### config.mk
export PLATFORM = sky130hd
export DESIGN_NAME = adc_clk_gen
export DESIGN_NICKNAME = d
export VERILOG_FILES = /design/src/rtl/adc_clk_pkg.sv /design/src/rtl/adc_sync_edge.sv /design/src/rtl/adc_src_mux.sv /design/src/rtl/adc_post_div.sv /design/src/rtl/adc_clk_gen.sv
export SDC_FILE = /design/constraint.sdc
export NUM_CORES = 1
export LEC_CHECK = 0
export ABC_AREA = 0
export BUFFER_PORTS_ARGS = -buffer_cell sky130_fd_sc_hd__buf_2
export CAP_MARGIN = 10
export CORE_AREA = 2 2 39 41
export CTS_CLUSTER_SIZE = 8
export DETAILED_ROUTE_END_ITERATION = 7
export DIE_AREA = 0 0 41 43
export HOLD_SLACK_MARGIN = 0.15
export PLACE_DENSITY_LB_ADDON = 0.3
export SYNTH_ARGS = -nofsm -noshare
export SYNTH_HDL_FRONTEND = slang
export SYNTH_HIERARCHICAL = 1
export SYNTH_SLANG_ARGS = --single-unit
### constraint.sdc
create_clock -name clk -period 2.8 [get_ports clk]
set_input_delay 0 -clock clk [delete_from_list [all_inputs] [get_ports clk]]
set_output_delay 0 -clock clk [all_outputs]
set_load 0.02 [all_outputs]
### src/rtl/adc_clk_pkg.sv
package adc_clk_pkg;

    localparam int DIV_FIELD_W = 2;
    localparam int MAX_DIV_LOG = (1 << DIV_FIELD_W) - 1;
    localparam int MAX_DIV     = 1 << MAX_DIV_LOG;
    localparam int CNT_W       = $clog2(MAX_DIV);

    typedef enum logic [1:0] {
        SRC_BUS      = 2'b00,
        SRC_BUS_HALF = 2'b01,
        SRC_ALT      = 2'b10,
        SRC_ASYNC    = 2'b11
    } clk_src_e;

    typedef struct packed {
        clk_src_e                src;
        logic [DIV_FIELD_W-1:0]  div;
    } clk_cfg_t;

    localparam clk_cfg_t CFG_RESET = '{src: SRC_BUS, div: '0};

    // Source is silenced in low power unless it is the internal oscillator.
    function automatic logic src_gated(input clk_src_e s, input logic lp);
        return lp && (s != SRC_ASYNC);
    endfunction

    // Terminal count of the post-divider for a divide field value.
    function automatic logic [CNT_W-1:0] div_limit(input logic [DIV_FIELD_W-1:0] d);
        logic [CNT_W:0] one_sh;
        one_sh = (CNT_W+1)'(1) << d;
        return CNT_W'(one_sh - 1'b1);
    endfunction

endpackage

### src/rtl/adc_sync_edge.sv
module adc_sync_edge #(
    parameter int STAGES = 2
) (
    input  logic clk,
    input  logic rst,
    input  logic d_async,
    output logic rise
);
    logic [STAGES-1:0] chain_q;
    logic              last_q;

    generate
        if (STAGES == 1) begin : g_one
            always_ff @(posedge clk) begin
                if (rst) chain_q <= '0;
                else     chain_q <= d_async;
            end
        end else begin : g_many
            always_ff @(posedge clk) begin
                if (rst) chain_q <= '0;
                else     chain_q <= {chain_q[STAGES-2:0], d_async};
            end
        end
    endgenerate

    always_ff @(posedge clk) begin
        if (rst) last_q <= 1'b0;
        else     last_q <= chain_q[STAGES-1];
    end

    assign rise = chain_q[STAGES-1] & ~last_q;

endmodule

### src/rtl/adc_src_mux.sv
module adc_src_mux
    import adc_clk_pkg::*;
(
    input  logic     clk,
    input  logic     rst,
    input  logic     restart,
    input  clk_src_e src,
    input  logic     lp_mode,
    input  logic     alt_rise,
    input  logic     osc_rise,
    output logic     evt,
    output logic     src_on
);
    logic half_q;
    logic raw_evt;

    always_ff @(posedge clk) begin
        if (rst || restart) half_q <= 1'b0;
        else                half_q <= ~half_q;
    end

    always_comb begin
        unique case (src)
            SRC_BUS:      raw_evt = 1'b1;
            SRC_BUS_HALF: raw_evt = half_q;
            SRC_ALT:      raw_evt = alt_rise;
            SRC_ASYNC:    raw_evt = osc_rise;
            default:      raw_evt = 1'b0;
        endcase
    end

    assign src_on = ~src_gated(src, lp_mode);
    assign evt    = raw_evt & src_on;

    // halved bus source never produces events on back-to-back cycles
    assert_half_spacing_R4: assert property (@(posedge clk) disable iff (rst)
        (src == SRC_BUS_HALF && evt && !restart) |=> !evt);

endmodule

### src/rtl/adc_post_div.sv
module adc_post_div
    import adc_clk_pkg::*;
(
    input  logic                   clk,
    input  logic                   rst,
    input  logic                   restart,
    input  logic                   evt,
    input  logic [DIV_FIELD_W-1:0] div,
    output logic                   tick
);
    logic [CNT_W-1:0] cnt_q;
    logic [CNT_W-1:0] limit;
    logic             tick_q;

    assign limit = div_limit(div);

    always_ff @(posedge clk) begin
        if (rst || restart) begin
            cnt_q  <= '0;
            tick_q <= 1'b0;
        end else if (evt) begin
            if (cnt_q == limit) begin
                cnt_q  <= '0;
                tick_q <= 1'b1;
            end else begin
                cnt_q  <= cnt_q + 1'b1;
                tick_q <= 1'b0;
            end
        end else begin
            tick_q <= 1'b0;
        end
    end

    assign tick = tick_q;

    // a tick lasts one cycle whenever the divider is not a pass-through
    assert_tick_width_R8: assert property (@(posedge clk) disable iff (rst)
        (tick_q && limit != '0) |=> !tick_q);

endmodule

### src/rtl/adc_clk_gen.sv
module adc_clk_gen
    import adc_clk_pkg::*;
#(
    parameter int SYNC_STAGES = 2
) (
    input  logic                   clk,
    input  logic                   rst,
    input  logic [1:0]             src_sel,
    input  logic [DIV_FIELD_W-1:0] div_sel,
    input  logic                   alt_en,
    input  logic                   async_en,
    input  logic                   lp_mode,
    output logic                   tick,
    output logic [1:0]             active_src,
    output logic                   src_on
);
    clk_cfg_t cfg_in, cfg_q;
    logic     restart;
    logic     alt_rise, osc_rise, evt;

    assign cfg_in  = '{src: clk_src_e'(src_sel), div: div_sel};
    assign restart = (cfg_in != cfg_q);

    always_ff @(posedge clk) begin
        if (rst) cfg_q <= CFG_RESET;
        else     cfg_q <= cfg_in;
    end

    adc_sync_edge #(.STAGES(SYNC_STAGES)) u_alt_sync (
        .clk(clk), .rst(rst), .d_async(alt_en), .rise(alt_rise)
    );

    adc_sync_edge #(.STAGES(SYNC_STAGES)) u_osc_sync (
        .clk(clk), .rst(rst), .d_async(async_en), .rise(osc_rise)
    );

    adc_src_mux u_mux (
        .clk(clk), .rst(rst), .restart(restart), .src(cfg_q.src),
        .lp_mode(lp_mode), .alt_rise(alt_rise), .osc_rise(osc_rise),
        .evt(evt), .src_on(src_on)
    );

    adc_post_div u_div (
        .clk(clk), .rst(rst), .restart(restart), .evt(evt),
        .div(cfg_q.div), .tick(tick)
    );

    assign active_src = cfg_q.src;

    // reset parks the block on the bus source with no tick
    assert_reset_state_R1: assert property (@(posedge clk)
        rst |=> (!tick && active_src == 2'b00));

    // a setting change never lets a tick out on the following cycle
    assert_restart_quiet_R6: assert property (@(posedge clk) disable iff (rst)
        restart |=> !tick);

    // a gated source produces no tick
    assert_lp_gate_R5: assert property (@(posedge clk) disable iff (rst)
        (lp_mode && cfg_q.src != SRC_ASYNC) |=> !tick);

endmodule

# Word level (Yosys, flattened, before mapping)
# Cells that the tools add are included.
[word_totals] mem_count=0 reg_bits=15 input_bits=9 romBits=0 out_inout_bits=4 elab_cells=33 ram_bits=0 latchBits=0
[op_classes] n_mux=3 n_mul=0 n_div=0 shifts=1 n_addsub=2 n_lt_le_gt_ge=0 reduce_logical=4 bitwise=8 eq_ne=6
[ops] cell="$not A1 Y1" count=5
[ops] cell="$eq A2 B2 Y1 const B" count=2
[ops] cell="$ne A4 B4 Y1" count=1
[ops] cell="$pmux W1 S4" count=1
[ops] cell="$add A3 B1 Y3 const B" count=1
[ops] cell="$and A1 B1 Y1" count=3
[ops] cell="$eq A3 B3 Y1" count=1
[ops] cell="$mux W3" count=1
[ops] cell="$shl A1 B2 Y3 const A" count=1
[ops] cell="$sub A3 B1 Y3 const B" count=1
[ops] cell="$eq A2 B1 Y1 const B" count=1
[ops] cell="$logic_not A2 Y1" count=1
[ops] cell="$ne A2 B2 Y1 const B" count=1
[ops] cell="$reduce_or A2 Y1" count=1
[ops] cell="$logic_and A1 B1 Y1" count=1
[ops] cell="$logic_or A1 B1 Y1" count=1
[ops] cell="$mux W1" count=1

# Logic depth before layout (Yosys ltp)
[depth] word_depth=6 ltp_mapped=6 ltp_nobuf=6

# Hierarchy
# Netlist, hierarchy kept.
[by_module_without_submodules] module="adc_post_div" area_each_um2=231.5 seq_area_each_um2=80.1 cells_per_inst=23 n_inst=1
[by_module_without_submodules] module="adc_sync_edge" area_each_um2=87.6 seq_area_each_um2=60.1 cells_per_inst=7 n_inst=2
[by_module_without_submodules] module="adc_clk_gen" area_each_um2=161.4 seq_area_each_um2=80.1 cells_per_inst=15 n_inst=1
[by_module_without_submodules] module="adc_src_mux" area_each_um2=67.6 seq_area_each_um2=20.0 cells_per_inst=8 n_inst=1

# Worst setup path before layout
# OpenSTA, ideal clock, no wires.
[synth_timing] path_type="register to register" from="register u_alt_sync.chain_q[1]" to="register u_div.cnt_q[1]" setup_slack_ps=1151 path_stages_with_launch=7 period_less_slack_ps=1649 setup_time_ps=130 arrival_ps=1519 t_required_ps=2670 path_buffers=0 cell_sequence="dfxtp_1 nor2b_2 nor2b_4 o31ai_1 nand2_1 o2bb2ai_1 nor4b_1"
[synth_between] elab_chain_cells=3
[synth_rtl] element="from (decl)" line="adc_sync_edge.sv:9" source="logic [STAGES-1:0] chain_q;"
[synth_rtl] element="from (signal assigned)" line="adc_sync_edge.sv:21" source="else chain_q <= {chain_q[STAGES-2:0], d_async};"
[synth_rtl] element="$and A1 B1 Y1" line="adc_sync_edge.sv:31" source="assign rise = chain_q[STAGES-1] & ~last_q;"
[synth_rtl] element="net alt_rise" line="adc_clk_gen.sv:19" source="logic alt_rise, osc_rise, evt;"
[synth_rtl] element="$pmux W1 S4" line="adc_src_mux.sv:23" source="unique case (src)"
[synth_rtl] element="$and A1 B1 Y1" line="adc_src_mux.sv:33" source="assign evt = raw_evt & src_on;"
[synth_rtl] element="net evt" line="adc_clk_gen.sv:19"
[synth_rtl] element="to (signal assigned)" line="adc_post_div.sv:26" source="cnt_q <= cnt_q + 1'b1;"
[synth_rtl] element="to (decl)" line="adc_post_div.sv:11" source="logic [CNT_W-1:0] cnt_q;"
# The timed path passes the listed nets, and every way through them passes these cells.
# A chain may end at the register's enable or synchronous reset.

# Worst setup path in the final report
[layout_timing] from="register u_alt_sync.chain_q[1]" to="register u_div.tick_q (netlist: u_div/tick)"
[layout_between] elab_chain_cells=5
[layout_rtl] element="$and A1 B1 Y1" line="adc_sync_edge.sv:31"
[layout_rtl] element="net alt_rise" line="adc_clk_gen.sv:19"
[layout_rtl] element="$pmux W1 S4" line="adc_src_mux.sv:23"
[layout_rtl] element="$and A1 B1 Y1" line="adc_src_mux.sv:33"
[layout_rtl] element="net evt" line="adc_clk_gen.sv:19"
[layout_rtl] element="$not A1 Y1 (no line)"
[layout_rtl] element="$reduce_or A2 Y1 (no line)"
[layout_rtl] element="to (signal assigned)" line="adc_post_div.sv:20" source="tick_q <= 1'b0;"
[layout_rtl] element="to (signal assigned)" line="adc_post_div.sv:24" source="tick_q <= 1'b1;"
[layout_rtl] element="to (signal assigned)" line="adc_post_div.sv:27" source="tick_q <= 1'b0;"
[layout_rtl] element="to (decl)" line="adc_post_div.sv:13" source="logic tick_q;"
# The timed path passes the listed nets, and every way through them passes these cells.

==> impl_metrics.ini <==
[global_routing]
antenna_found_initial = 0
grt_pass1_wl_um = 1880
first_global_vias = 478
grt_usage_pct = 16.1
overflow = 0
grt_start_max_net_pins = 13

[final_layout]
antenna_cells = 0
final_cell_mix = dfxtp_1, dlygate4sd3_1, buf_2
drive_gt1_share_pct = 23.0
nNetsFinal = 98
fillers = 115
area.growth.synth_to_final_pct = 34.8
final_common_cell = dfxtp_1
seq_area_um2 = 300
multi_input_area_um2 = 320

[sta]
finalSetupTns_ns = 0
slew_headroom_pct = 55.5
finalSetupViolCount = 0
setup_slack_ns = 0.913
grt_setup_unrepaired = false
finalHoldViolCount = 0
period_needed_ns = 1.89
maxSlewViolCount = 0
fmax_ghz = 0.530
fin_crit_sh_pct = 67.4
skew_ns = 0.00361
tightestPinTransition_ns = 0.662

[min_path]
hold_path.class = input port to register

[pwr]
pwr-share-seq_pct = 56.3
p_clk_share_pct = 30.7
p_per_area_nw_per_um2 = 469
swShare_pct = 23.5
combPwrFrac_pct = 13.1
total_power_uw = 402
p_sw_uw = 94.3
peakVddDrop_uv = 292
p_int_uw = 308
p_leak_uw = 0.000346

[die]
coreArea_um2 = 1380
die-area_um2 = 1760
fp.dieH_um = 43
io_pins = 13
rows = 14
dieWidth_um = 41
initial_utilization_pct = 45.9

[worst_setup_path]
critPathCaptureType = register
critical_path_class = register to register
rrSetupSlack_ns = 0.91
arrival_ns = 2.12
crit_fanout = 5
critPathRequiredTime_ns = 3.03
critPathLaunchType = register

[logic_synthesis]
ys_types = 22
async_flop_share_pct = 0
ys_ff_latch = 15
syn-cell-area_um2 = 636
yosysWarnings = 6
synth_cells = 60
synth-seq-area-share_pct = 47.2
synth.avg_cell_area_um2 = 10.6
synthFlopType = dfxtp_1
syn_nets = 70
synth_edf_count = 0

[routing]
drt.antenna.violating_nets = 0
wl_per_cell_um = 10.6
vias = 503
drt_pass1_iterations = 3
wl_um = 1090
via_per_inst = 4.88
drc = 0
drtIter0Drc = 5

[clocking]
clk_pin_slew_ns = 0.09
cts_made_buffers = 3
cts_hold_buf = 13
insertion_delay_ns = 0.28
cts-root-buf = clkbuf_4
cts_resized = 0
post_cts.repair.setup_buffers = 0
cts_tree = yes
clk_path_buf_depth = 2
htree_levels = 1
clock_sinks = 15

[run]
maxCapViolCount = 0

[place]
portBuffers = 12
gp_congestion = 0.709
dp_slack_ns = 0.930

[outcome]
outcome = finished clean
[synthesized netlist by cell type (2+ instances only)]
| cell | number | area, µm² |
|---|---|---|
| xor2_1 | 2 | 17.5 |
| nor3b_1 | 2 | 15.0 |
| nand4_1 | 2 | 12.5 |
| nor2b_1 | 10 | 62.6 |
| nor3_1 | 3 | 15.0 |
| xnor2_1 | 4 | 35.0 |
| nor2b_2 | 2 | 17.5 |
| buf_4 | 2 | 15.0 |
| nor4b_1 | 2 | 17.5 |
| dfxtp_1 | 15 | 300 |
| nand2_1 | 5 | 18.8 |
[critical path, cell delays in order, from the launching register on]
cell       delay, ns
dfxtp_1         0.34
nor2b_2         0.18
nor2b_4         0.05
o31ai_1         0.55
nand2_1         0.22
o2bb2ai_1       0.33
o21a_1          0.17
[power groups by stage]
stage | Sequential (µW) | Combinational (µW) | Clock [µW]
finish | 226 | 52.5 | 123
detailed placement | 231 | 38.8 | 0
global placement | 231 | 38.3 | 0
CTS | 226 | 52.5 | 127
floorplan | 230 | 27.0 | 0
global route | 227 | 57.8 | 135
[cell type report]
| class | count | area share (%) |
|---|---|---|
| repair buffers | 25 | 22.2 |
| clock buffers | 4 | 3.07 |
| multi-input cells | 43 | 37.4 |
| flip-flops and latches | 15 | 35.0 |
| well taps | 16 | 2.34 |
[final timing paths]
| check | from | to | cells past startpoint |
|---|---|---|---|
| setup / recovery | u_alt_sync/chain_q[1] | u_div/tick | 6 |
| hold / removal | lp_mode | u_div/cnt_q[1] | 4 |
| setup reg to reg | u_alt_sync/chain_q[1] | u_div/tick | 6 |
| hold reg to reg | u_mux/half_q | u_mux/half_q | 1 |
[sequential cells by signal (all words and copies together) (netlist names)]
signal              cells
active_src              2
cfg_q                   2
u_alt_sync/chain_q      2
u_alt_sync/last_q       1
u_div/cnt_q             3
u_div/tick              1
u_mux/half_q            1
u_osc_sync/chain_q      2
u_osc_sync/last_q       1
[logic make-up after synthesis]
kind of cell / synth area share [%]
flops: 47.2
buf+inv: 2.36
xor+xnor: 8.27
fa+ha+maj: 1.97
compound gates: 7.88
simple gates: 30.7
mux: 1.57
[per-layer routing]
metal	GRT usage, %	vias to the layer above	part of all wire [%]
met5	0	-	0
met3	3.14	5	2.4
li1	-	260	-
met1	19.9	228	44
met2	23.4	10	49
met4	12.0	0	3.7
[through the flow]
step | hold WS (ns) | utilization, % | cell area, µm² | instances
detailed placement | 0.220 | 50.6 | 701 | 86
finish | 0.261 | 61.9 | 857 | 103
floorplan | 0.0711 | - | 636 | 60
global placement | 0.212 | 50.6 | 701 | 86
CTS | 0.254 | 61.9 | 857 | 103
global route | 0.321 | 61.9 | 857 | 103
Note: power is estimated with default switching activity, not from simulation.
